**src/rtl/tap_pkg.sv**
```systemverilog
package tap_pkg;
  localparam int IR_W = 5;

  typedef enum logic [3:0] {
    ST_RESET, ST_IDLE,
    ST_DR_SEL, ST_DR_CAP, ST_DR_SHIFT, ST_DR_EX1, ST_DR_PAUSE, ST_DR_EX2, ST_DR_UPD,
    ST_IR_SEL, ST_IR_CAP, ST_IR_SHIFT, ST_IR_EX1, ST_IR_PAUSE, ST_IR_EX2, ST_IR_UPD
  } tap_state_e;

  typedef enum logic [1:0] { PATH_BYP, PATH_ID, PATH_BND } dr_path_e;

  localparam logic [IR_W-1:0] OP_EXTEST   = 5'b00000;
  localparam logic [IR_W-1:0] OP_SAMPLE   = 5'b00001;
  localparam logic [IR_W-1:0] OP_INTEST   = 5'b00010;
  localparam logic [IR_W-1:0] OP_USERCODE = 5'b00011;
  localparam logic [IR_W-1:0] OP_IDCODE   = 5'b00100;
  localparam logic [IR_W-1:0] OP_HIGHZ    = 5'b01110;
  localparam logic [IR_W-1:0] OP_CLAMP    = 5'b01111;
  localparam logic [IR_W-1:0] OP_PROBE    = 5'b10000;
  localparam logic [IR_W-1:0] OP_BYPASS   = 5'b11111;

  // value forced into the instruction shift stage in Capture-IR
  localparam logic [IR_W-1:0] IR_CAPTURE = {{(IR_W-2){1'b0}}, 2'b01};

  function automatic tap_state_e tap_next(input tap_state_e s, input logic m);
    case (s)
      ST_RESET:    return m ? ST_RESET  : ST_IDLE;
      ST_IDLE:     return m ? ST_DR_SEL : ST_IDLE;
      ST_DR_SEL:   return m ? ST_IR_SEL : ST_DR_CAP;
      ST_DR_CAP:   return m ? ST_DR_EX1 : ST_DR_SHIFT;
      ST_DR_SHIFT: return m ? ST_DR_EX1 : ST_DR_SHIFT;
      ST_DR_EX1:   return m ? ST_DR_UPD : ST_DR_PAUSE;
      ST_DR_PAUSE: return m ? ST_DR_EX2 : ST_DR_PAUSE;
      ST_DR_EX2:   return m ? ST_DR_UPD : ST_DR_SHIFT;
      ST_DR_UPD:   return m ? ST_DR_SEL : ST_IDLE;
      ST_IR_SEL:   return m ? ST_RESET  : ST_IR_CAP;
      ST_IR_CAP:   return m ? ST_IR_EX1 : ST_IR_SHIFT;
      ST_IR_SHIFT: return m ? ST_IR_EX1 : ST_IR_SHIFT;
      ST_IR_EX1:   return m ? ST_IR_UPD : ST_IR_PAUSE;
      ST_IR_PAUSE: return m ? ST_IR_EX2 : ST_IR_PAUSE;
      ST_IR_EX2:   return m ? ST_IR_UPD : ST_IR_SHIFT;
      ST_IR_UPD:   return m ? ST_DR_SEL : ST_IDLE;
      default:     return ST_RESET;
    endcase
  endfunction
endpackage

```
**src/rtl/tap_fsm.sv**
```systemverilog
module tap_fsm
  import tap_pkg::*;
(
  input  logic       tck,
  input  logic       trst_n,
  input  logic       tms,
  output tap_state_e state_o
);
  tap_state_e state_q;

  always_ff @(posedge tck or negedge trst_n) begin
    if (!trst_n) state_q <= ST_RESET;
    else         state_q <= tap_next(state_q, tms);
  end

  assign state_o = state_q;


  tms_reset_chk: assert property (@(posedge tck) disable iff (!trst_n)
    (tms && $past(tms) && $past(tms, 2) && $past(tms, 3) && $past(tms, 4))
      |=> (state_q == ST_RESET));
endmodule

```
**src/rtl/tap_ir.sv**
```systemverilog
module tap_ir
  import tap_pkg::*;
(
  input  logic            tck,
  input  logic            trst_n,
  input  logic            tdi,
  input  tap_state_e      state,
  output logic [IR_W-1:0] ir_o,
  output logic            ir_so
);
  logic [IR_W-1:0] sh_q;
  logic [IR_W-1:0] ir_q;

  always_ff @(posedge tck or negedge trst_n) begin
    if (!trst_n) begin
      sh_q <= IR_CAPTURE;
    end else if (state == ST_IR_CAP) begin
      sh_q <= IR_CAPTURE;
    end else if (state == ST_IR_SHIFT) begin
      sh_q <= {tdi, sh_q[IR_W-1:1]};
    end
  end

  always_ff @(posedge tck or negedge trst_n) begin
    if (!trst_n)                 ir_q <= OP_IDCODE;
    else if (state == ST_RESET)  ir_q <= OP_IDCODE;
    else if (state == ST_IR_UPD) ir_q <= sh_q;
  end

  // reset state overrides the held opcode at once
  assign ir_o  = (state == ST_RESET) ? OP_IDCODE : ir_q;
  assign ir_so = sh_q[0];


  ir_hold_chk: assert property (@(posedge tck) disable iff (!trst_n)
    (state != ST_IR_UPD && state != ST_RESET) |=> $stable(ir_q));


  ir_capture_chk: assert property (@(posedge tck) disable iff (!trst_n)
    (state == ST_IR_CAP) |=> (sh_q[1:0] == 2'b01));
endmodule

```
**src/rtl/tap_decode.sv**
```systemverilog
module tap_decode
  import tap_pkg::*;
(
  input  logic [IR_W-1:0] ir,
  output dr_path_e        path,
  output logic            drive_bnd,
  output logic            pins_off,
  output logic            bnd_on
);
  always_comb begin
    path      = PATH_BYP;
    drive_bnd = 1'b0;
    pins_off  = 1'b0;
    bnd_on    = 1'b0;
    case (ir)
      OP_EXTEST: begin path = PATH_BND; drive_bnd = 1'b1; bnd_on = 1'b1; end
      OP_SAMPLE: begin path = PATH_BND; bnd_on = 1'b1; end
      OP_INTEST: begin path = PATH_BND; drive_bnd = 1'b1; bnd_on = 1'b1; end
      OP_IDCODE: path = PATH_ID;
      OP_HIGHZ:  pins_off = 1'b1;
      OP_CLAMP:  drive_bnd = 1'b1;
      OP_USERCODE, OP_PROBE, OP_BYPASS: path = PATH_BYP;
      default:   path = PATH_BYP;
    endcase
  end
endmodule

```
**src/rtl/tap_dr.sv**
```systemverilog
module tap_dr
  import tap_pkg::*;
#(
  parameter int              ID_W     = 32,
  parameter logic [ID_W-1:0] ID_VALUE = '1
) (
  input  logic       tck,
  input  logic       trst_n,
  input  logic       tdi,
  input  tap_state_e state,
  input  dr_path_e   path,
  input  logic       bnd_so,
  output logic       dr_so
);
  logic            byp_q;
  logic [ID_W-1:0] id_q;

  always_ff @(posedge tck or negedge trst_n) begin
    if (!trst_n) begin
      byp_q <= 1'b0;
      id_q  <= ID_VALUE;
    end else if (state == ST_DR_CAP) begin
      byp_q <= 1'b0;
      id_q  <= ID_VALUE;
    end else if (state == ST_DR_SHIFT) begin
      byp_q <= tdi;
      id_q  <= {tdi, id_q[ID_W-1:1]};
    end
  end

  always_comb begin
    case (path)
      PATH_ID:  dr_so = id_q[0];
      PATH_BND: dr_so = bnd_so;
      default:  dr_so = byp_q;
    endcase
  end
endmodule

```
**src/rtl/tap_unit.sv**
```systemverilog
module tap_unit
  import tap_pkg::*;
#(
  parameter int VER_W  = 4,
  parameter int PART_W = 16,
  parameter int MFR_W  = 11,
  parameter logic [VER_W-1:0]  ID_VERSION = 4'h1,
  parameter logic [PART_W-1:0] ID_PART    = 16'h2A5C,
  parameter logic [MFR_W-1:0]  ID_MFR     = 11'b00000101111
) (
  input  logic tck,
  input  logic trst_n,
  input  logic tms,
  input  logic tdi,
  input  logic bnd_so,
  output logic tdo,
  output logic tdo_oe,
  output logic bnd_capture,
  output logic bnd_shift,
  output logic bnd_update,
  output logic pin_drive_bnd,
  output logic pin_disable
);
  localparam int              ID_W     = VER_W + PART_W + MFR_W + 1;
  localparam logic [ID_W-1:0] ID_VALUE = {ID_VERSION, ID_PART, ID_MFR, 1'b1};

  tap_state_e      state;
  logic [IR_W-1:0] ir;
  logic            ir_so;
  logic            dr_so;
  dr_path_e        path;
  logic            drive_bnd;
  logic            pins_off;
  logic            bnd_on;
  logic            tdo_q;
  logic            oe_q;

  tap_fsm u_fsm (.tck(tck), .trst_n(trst_n), .tms(tms), .state_o(state));

  tap_ir u_ir (.tck(tck), .trst_n(trst_n), .tdi(tdi), .state(state),
               .ir_o(ir), .ir_so(ir_so));

  tap_decode u_dec (.ir(ir), .path(path), .drive_bnd(drive_bnd),
                    .pins_off(pins_off), .bnd_on(bnd_on));

  tap_dr #(.ID_W(ID_W), .ID_VALUE(ID_VALUE)) u_dr (
    .tck(tck), .trst_n(trst_n), .tdi(tdi), .state(state), .path(path),
    .bnd_so(bnd_so), .dr_so(dr_so));

  // output stage on the falling edge, half a cycle after the shift
  always_ff @(negedge tck or negedge trst_n) begin
    if (!trst_n) begin
      tdo_q <= 1'b0;
      oe_q  <= 1'b0;
    end else begin
      tdo_q <= (state == ST_IR_SHIFT) ? ir_so : dr_so;
      oe_q  <= (state == ST_IR_SHIFT) || (state == ST_DR_SHIFT);
    end
  end

  assign tdo           = tdo_q;
  assign tdo_oe        = oe_q;
  assign bnd_capture   = bnd_on && (state == ST_DR_CAP);
  assign bnd_shift     = bnd_on && (state == ST_DR_SHIFT);
  assign bnd_update    = bnd_on && (state == ST_DR_UPD);
  assign pin_drive_bnd = drive_bnd;
  assign pin_disable   = pins_off;


  oe_window_chk: assert property (@(posedge tck) disable iff (!trst_n)
    tdo_oe == ((state == ST_IR_SHIFT) || (state == ST_DR_SHIFT)));


  bnd_update_exit_chk: assert property (@(posedge tck) disable iff (!trst_n)
    bnd_update |=> (state == ST_IDLE || state == ST_DR_SEL));


  clamp_pins_chk: assert property (@(posedge tck) disable iff (!trst_n)
    (ir == OP_CLAMP) |-> (pin_drive_bnd && !pin_disable));


  highz_pins_chk: assert property (@(posedge tck) disable iff (!trst_n)
    pin_disable |-> !pin_drive_bnd);
endmodule

```
**config.mk**
```make
export PLATFORM = sky130hd
export DESIGN_NAME = tap_unit
export DESIGN_NICKNAME = d
export VERILOG_FILES = /design/src/rtl/tap_pkg.sv /design/src/rtl/tap_fsm.sv /design/src/rtl/tap_ir.sv /design/src/rtl/tap_decode.sv /design/src/rtl/tap_dr.sv /design/src/rtl/tap_unit.sv
export SDC_FILE = /design/constraint.sdc
export NUM_CORES = 1
export LEC_CHECK = 0
export ABC_AREA = 1
export BUFFER_PORTS_ARGS = -buffer_cell sky130_fd_sc_hd__buf_2
export CORE_ASPECT_RATIO = 1.75
export CORE_UTILIZATION = 50
export CTS_CLUSTER_SIZE = 30
export DETAILED_ROUTE_END_ITERATION = 6
export PLACE_DENSITY = 0.74
export SLEW_MARGIN = 20
export SYNTH_ARGS = -nofsm -noshare
export SYNTH_HDL_FRONTEND = slang
export SYNTH_SLANG_ARGS = --single-unit
```
**constraint.sdc**
```tcl
create_clock -name tck -period 4.4 [get_ports tck]
set_input_delay 0.44 -clock tck [delete_from_list [all_inputs] [get_ports tck]]
set_output_delay 0.44 -clock tck [all_outputs]
set_load 0.01 [all_outputs]
```
==> summary.md, run 1 <==
| Metric | Value |
|---|---|
| CP top delay family | `simple AND/OR/NAND/NOR gates` |
| Routed vias | `1,692` |
| Leakage | `0.00123 uW` |
| Startpoint Class | `register` |
| CTS resizes | `0` |
| Capturing element type of the critical path | `register` |
| Synth warn | `0` |
| FP Rows | `32` |
| VDD IR-drop max | `0.406 mV` |
| Gp weighted congestion | `0.903` |
| RSZ-0062 raised after global routing | `no` |
| Most frequent CP cell | `inv_1` |
| Final TNS setup | `0 ns` |
| Number of remaining DRC errors | `0` |
| Synthesized area per cell | `9.24 um2` |
| CTS Buf Count | `5` |
| All-Layer GR Usage | `21.1%` |
| Final Setup Violations | `0` |
| Crit path cell chain | `nor2_2, nand2_4, inv_1, nor3_2, nand2_1, inv_1, ha_1, a21oi_1, a22oi_1` |
| Worst-skew pair later-pin latency | `0.30 ns` |
| Peak per-stage delay on the critical path | `0.48 ns` |
| Share of layout cells above drive strength 1 | `23.7%` |
| Critical Path Source | `u_fsm.state_o[1]$_DFF_PN0_` |
| ANT nets after route | `0` |
| Cell area after synthesis | `2280 um2` |
| Reg2reg path depth | `9` |
| CTS clock-pin slew for the worst setup and hold paths | `0.09 ns` |
| CP Capture Point | `tdo$_DFF_NN0_` |
| I/O Buffers | `11` |
| Pwr dens | `687 nW/um2` |
| Final nets | `268` |
| Placed cells | `305` |
| DR vias/cell | `5.41` |
| RR Startpoint | `u_fsm.state_o[1]$_DFF_PN0_` |
| Chip Width | `53.1 um` |
| Worst-Margin Slew | `0.440 ns` |
| CTS tree | `built` |
| Outcome | `complete, no violations` |
| Async set-reset flop share out of synthesis | `100%` |
| Crit path DAT | `2.09 ns` |
| Final hold vios | `0` |
| Unique masters post-synth | `32` |
| Crit path kind | `reg2reg` |
| WP buf/inv | `2` |
| Fin cells | `313` |
| Die area | `4850 um2` |
| DP HPWL | `3080 um` |
| CP Data Required Time | `2.34 ns` |
| Main synth FF type | `dfrtp_1` |
| Gate count of the mapped netlist | `247` |
| Post-CTS setup buffers | `0` |
| R2r setup slk | `0.25 ns` |
| Die height | `91.4 um` |
| Slew headroom | `70.6%` |
| Max-cap viol count | `0` |
| Worst Path Max Fanout | `8` |
| Seq/Total Area, Yosys | `53.5%` |
| Pin count of the biggest net entering global routing | `37` |
| Synthesized Nets | `254` |
| Stages on worst setup path | `9` |
| #FFs+latches synth | `48` |
| Post-synth EDFFs | `0` |
| Initial antenna violation count | `0` |
| RR Endpoint | `tdo$_DFF_NN0_` |
| ANT cells | `0` |
| Clock root buffer master | `clkbuf_8` |
| Fin. max-slew vios | `0` |
| Core area | `4400 um2` |
| Clock Path Buffers | `2` |
| Starting Density | `51.8%` |
| Slowest-stage cell, CP | `dfrtp_1` |
| Count of clock tree sinks | `48` |
| Global-route wire length before repair | `7430 um` |
| Vias in the first global route | `1,746` |
| Hold Path Class | `in2async` |
| Avg WL per Cell | `13.8 um` |
| # IOs | `12` |
| Total gr overflow | `0` |
| Final Skew | `0.0153 ns` |
| Final WL | `4300 um` |
| DRT Pass-1 Iters | `7` |
| Area Overhead vs Synth | `7.95%` |
| H-tree Lvls | `2` |
| Cts hold-fix bufs | `0` |
| Iter 0 DRT Violations | `66` |
kinds of logic (layout without fill, tap and decap cells):
| kind of cell | Yosys count | after routing | share of synthesized area, % |
|---|---|---|---|
| and+or+nand+nor | 95 | 95 | 18.4 |
| AOI/OAI and AO/OA | 55 | 55 | 17.7 |
| DFF | 48 | 48 | 53.5 |
| buffers and inverters | 47 | 62 | 9.31 |
| adders and majority gates | 2 | 2 | 1.10 |
layer usage:
layer	global-route usage (%)	part of all wire, %	up-vias
met3	4.19	3.2	12
met5	0	0	-
met2	36.5	53	42
met1	23.2	40	818
li1	-	-	820
met4	10.5	3.1	0
cell usage after synthesis, drive strengths merged, types with 3 or more instances:
cell,instances,share of area (%)
a21oi,11,3.2
a22oi,3,1.2
o21ai,21,4.8
dfrtp,30,33
buf,5,2.3
nand3,10,2.2
inv,41,6.8
o22ai,16,7.1
nand2,55,10
dfstp,16,18
nor2,27,5.0
cell type report:
class	instances	area (um2)
Fill cell	402	1940
Tap cell	51	63.8
Inverter	42	160
Timing Repair Buffer	12	62.6
Clock inverter	2	35.0
Sequential cell	48	1220
Clock buffer	6	72.6
Multi-Input combinational cell	152	850
cell usage in the layout (no fill, tap or decap), drive strengths merged, types with 3 or more instances in the layout:
master and instances:
dfrtp 30, nand2 55, inv 41, nand3 10
o22ai 16, a22oi 3, buf 12, o21ai 21
a21oi 11, dfstp 16, nor2 27, clkbuf 6
power by group:
group	total [uW]	switching (uW)	internal, uW
Clock	308	140	169
Sequential	741	80.8	660
Combinational	643	415	228
how the worst min path moves through the flow:
stage | from | endpoint | depth (start not counted)
3_3_place_gp | trst_n | u_ir.sh_q[3]$_DFFE_PN0N_ | 1
5_1_grt | trst_n | u_dr.id_q[26]$_DFFE_PN0P_ | 1
2_1_floorplan | trst_n | u_dr.id_q[10]$_DFFE_PN0P_ | 0
6_report | trst_n | u_dr.id_q[26]$_DFFE_PN0P_ | 1
3_5_place_dp | trst_n | u_ir.sh_q[3]$_DFFE_PN0N_ | 1
4_1_cts | trst_n | u_dr.id_q[29]$_DFFE_PN0P_ | 1
worst reg2reg max path, stage by stage (launching register included):
cell and delay [ns]:
dfrtp_1 0.48, nor2_2 0.29, nand2_4 0.12, inv_1 0.11, nor3_2 0.05, nand2_1 0.15
inv_1 0.06, ha_1 0.30, a21oi_1 0.15, a22oi_1 0.07
stage by stage:
stage | utilization [%] | hold slack, ns | instance area, um2 | worst slack [ns] | total power (uW)
3_5_place_dp | 53.5 | 0.345 | 2360 | 0.275 | 1400
5_1_grt | 56.0 | 0.0279 | 2460 | 0.141 | 1820
6_report | 56.0 | 0.0136 | 2460 | 0.251 | 1690
4_1_cts | 56.0 | 0.0212 | 2460 | 0.256 | 1710
3_3_place_gp | 53.5 | 0.343 | 2360 | 0.385 | 1370
2_1_floorplan | - | 0.144 | 2280 | 0.469 | 1280
flip-flops by register name (all words and copies together), names as in the netlist:
register and flops:
u_fsm.state_o 4, tdo 1, u_ir.ir_q 5, u_dr.id_q 32
u_ir.sh_q 5, tdo_oe 1
Power figures use the tool's default switching activity.
==> inputs of run 2 (changes only) <==
CTS_BUF_LIST = sky130_fd_sc_hd__clkbuf_16   (was default)
clock period = 4.6 ns   (was 4.4 ns; I/O delays follow)
==> run 2 against run 1 <==
Against the previous run:
- critical path depth stayed put
- global-route usage is 0.062 points lower
- sequential share of layout area is 1.1 points lower
- non-clock buffer count unchanged
- flip-flop and latch count stayed put
- utilization up 1.3 points
- critical endpoint unchanged
==> summary.md, run 2 (synthesized netlist as in run 1, its figures left out) <==
| Metric | Value |
|---|---|
| Final Core Density | `57.2%` |
| DR vias/cell | `5.36` |
| Clk pwr share | `23.2%` |
| Slew headroom | `69.7%` |
| Final nets | `268` |
| Max-cap viol count | `0` |
| Placed cells | `305` |
| All-Layer GR Usage | `21.0%` |
| Switching share of total power | `35.9%` |
| Capturing element type of the critical path | `register` |
| CTS tree | `built` |
| Gp weighted congestion | `0.902` |
| Routed vias | `1,677` |
| Die area | `4850 um2` |
| Leakage | `0.00126 uW` |
| FP Rows | `32` |
| Startpoint Class | `register` |
| Largest reg by FF count | `u_dr.id_q` |
| ANT nets after route | `0` |
| Pin count of the biggest net entering global routing | `37` |
| Sequential share of power | `41.2%` |
| Final Setup Violations | `0` |
| DP HPWL | `3050 um` |
| RSZ-0062 raised after global routing | `no` |
| Outcome | `complete, no violations` |
| VDD IR-drop max | `0.367 mV` |
| Number of remaining DRC errors | `0` |
| Final worst slack | `0.392 ns` |
| Iter 0 DRT Violations | `72` |
| Hold WS | `0.0585 ns` |
| Fin. max-slew vios | `0` |
| CTS clock-pin slew for the worst setup and hold paths | `0.06 ns` |
| Core area | `4400 um2` |
| Total gr overflow | `0` |
| Logic pwr share | `35.5%` |
| Die height | `91.4 um` |
| Avg WL per Cell | `13.8 um` |
| Worst-skew pair later-pin latency | `0.31 ns` |
| Hold Path Class | `in2async` |
| Final hold vios | `0` |
| Internal power | `1100 uW` |
| Max reg flops | `32` |
| Filler Cell Count | `395` |
| Most frequent cells in the layout | `50 x nand2_1, 41 x inv_1, 30 x dfrtp_1` |
| Count of clock tree sinks | `48` |
| Regs by FF count | `u_dr.id_q (32), u_ir.ir_q (5), u_ir.sh_q (5)` |
| Post-CTS setup buffers | `0` |
| DRT Pass-1 Iters | `5` |
| NetSw | `618 uW` |
| Final WL | `4310 um` |
| CTS Buf Count | `5` |
| Share of layout cells above drive strength 1 | `23.7%` |
| CTS resizes | `0` |
| Worst Path Max Fanout | `8` |
| Global-route wire length before repair | `7470 um` |
| Vias in the first global route | `1,694` |
| Chip Width | `53.1 um` |
| # IOs | `12` |
| CP Data Required Time | `2.44 ns` |
| Starting Density | `51.8%` |
| Initial antenna violation count | `0` |
| Pwr dens | `683 nW/um2` |
| Crit path DAT | `2.05 ns` |
| Pre-CTS setup slack | `0.385 ns` |
| Clock root buffer master | `clkbuf_16` |
| Crit path kind | `reg2reg` |
| H-tree Lvls | `2` |
| Area Overhead vs Synth | `10.4%` |
| Final Skew | `0.0271 ns` |
| Commonest non-fill, non-tap cell in the layout | `nand2_1` |
| Clock Path Buffers | `2` |
| Worst-Margin Slew | `0.455 ns` |
| I/O Buffers | `11` |
| Final TNS setup | `0 ns` |
| Cts hold-fix bufs | `0` |
| Fin cells | `313` |
| ANT cells | `0` |
run 2: cell types whose count changed in the layout (fill, tap and decap cells not counted):
cell	change
clkbuf_8	-5
inv_1	+1
clkbuf_1	-1
clkbuf_16	+5
run 2: power by group through the flow:
stage / combinational [uW] / clock [uW] / sequential [uW]
after detailed placement: 615 / 0 / 717
after global routing: 692 / 423 / 730
after CTS: 618 / 405 / 709
after global placement: 600 / 0 / 709
after floorplan: 527 / 0 / 701
final: 611 / 400 / 710
run 2: routing by layer:
metal,up-vias,part of all wire [%],track usage [%]
met4,0,3.2,10.3
met3,14,2.6,4.19
met1,801,41,24.3
met5,-,0,0
met2,34,53,35.3
li1,828,-,-
run 2: critical path: stages (launching register included):
cell     delay [ns]
dfrtp_1        0.47
nor2_2         0.28
nand2_4        0.12
inv_1          0.10
nor3_2         0.05
nand2_1        0.15
inv_1          0.07
ha_1           0.31
a21oi_1        0.15
a22oi_1        0.07
run 2: path summary, 6_finish.rpt:
path	startpoint	end	slack [ns]	cells after the start
setup / recovery	u_fsm.state_o[1]$_DFF_PN0_	tdo$_DFF_NN0_	0.39	9
hold / removal	trst_n	u_dr.id_q[29]$_DFFE_PN0P_	0.06	1
max in group asynchronous	trst_n	tdo_oe$_DFF_NN0_	2.11	1
setup reg to reg	u_fsm.state_o[1]$_DFF_PN0_	tdo$_DFF_NN0_	0.39	9
hold reg to reg	u_dr.id_q[2]$_DFFE_PN1P_	u_dr.id_q[2]$_DFFE_PN1P_	0.46	2
min in group tck	tms	u_fsm.state_o[3]$_DFF_PN0_	0.45	3
run 2: per-stage QoR:
step	total power [uW]	area, um2
finish	1720	2520
global route	1850	2520
CTS	1730	2520
detailed placement	1330	2360
global placement	1310	2360
floorplan	1230	2280
run 2: final cells by class:
type                            instances  area, um2  share of cell area (%)
Sequential cell                        48       1220                    48.4
Multi-Input combinational cell        152        850                    33.7
Inverter                               42        160                    6.35
Clock buffer                            5        125                    4.96
Tap cell                               51       63.8                    2.53
Timing Repair Buffer                   12       62.6                    2.48
Clock inverter                          3       38.8                    1.54
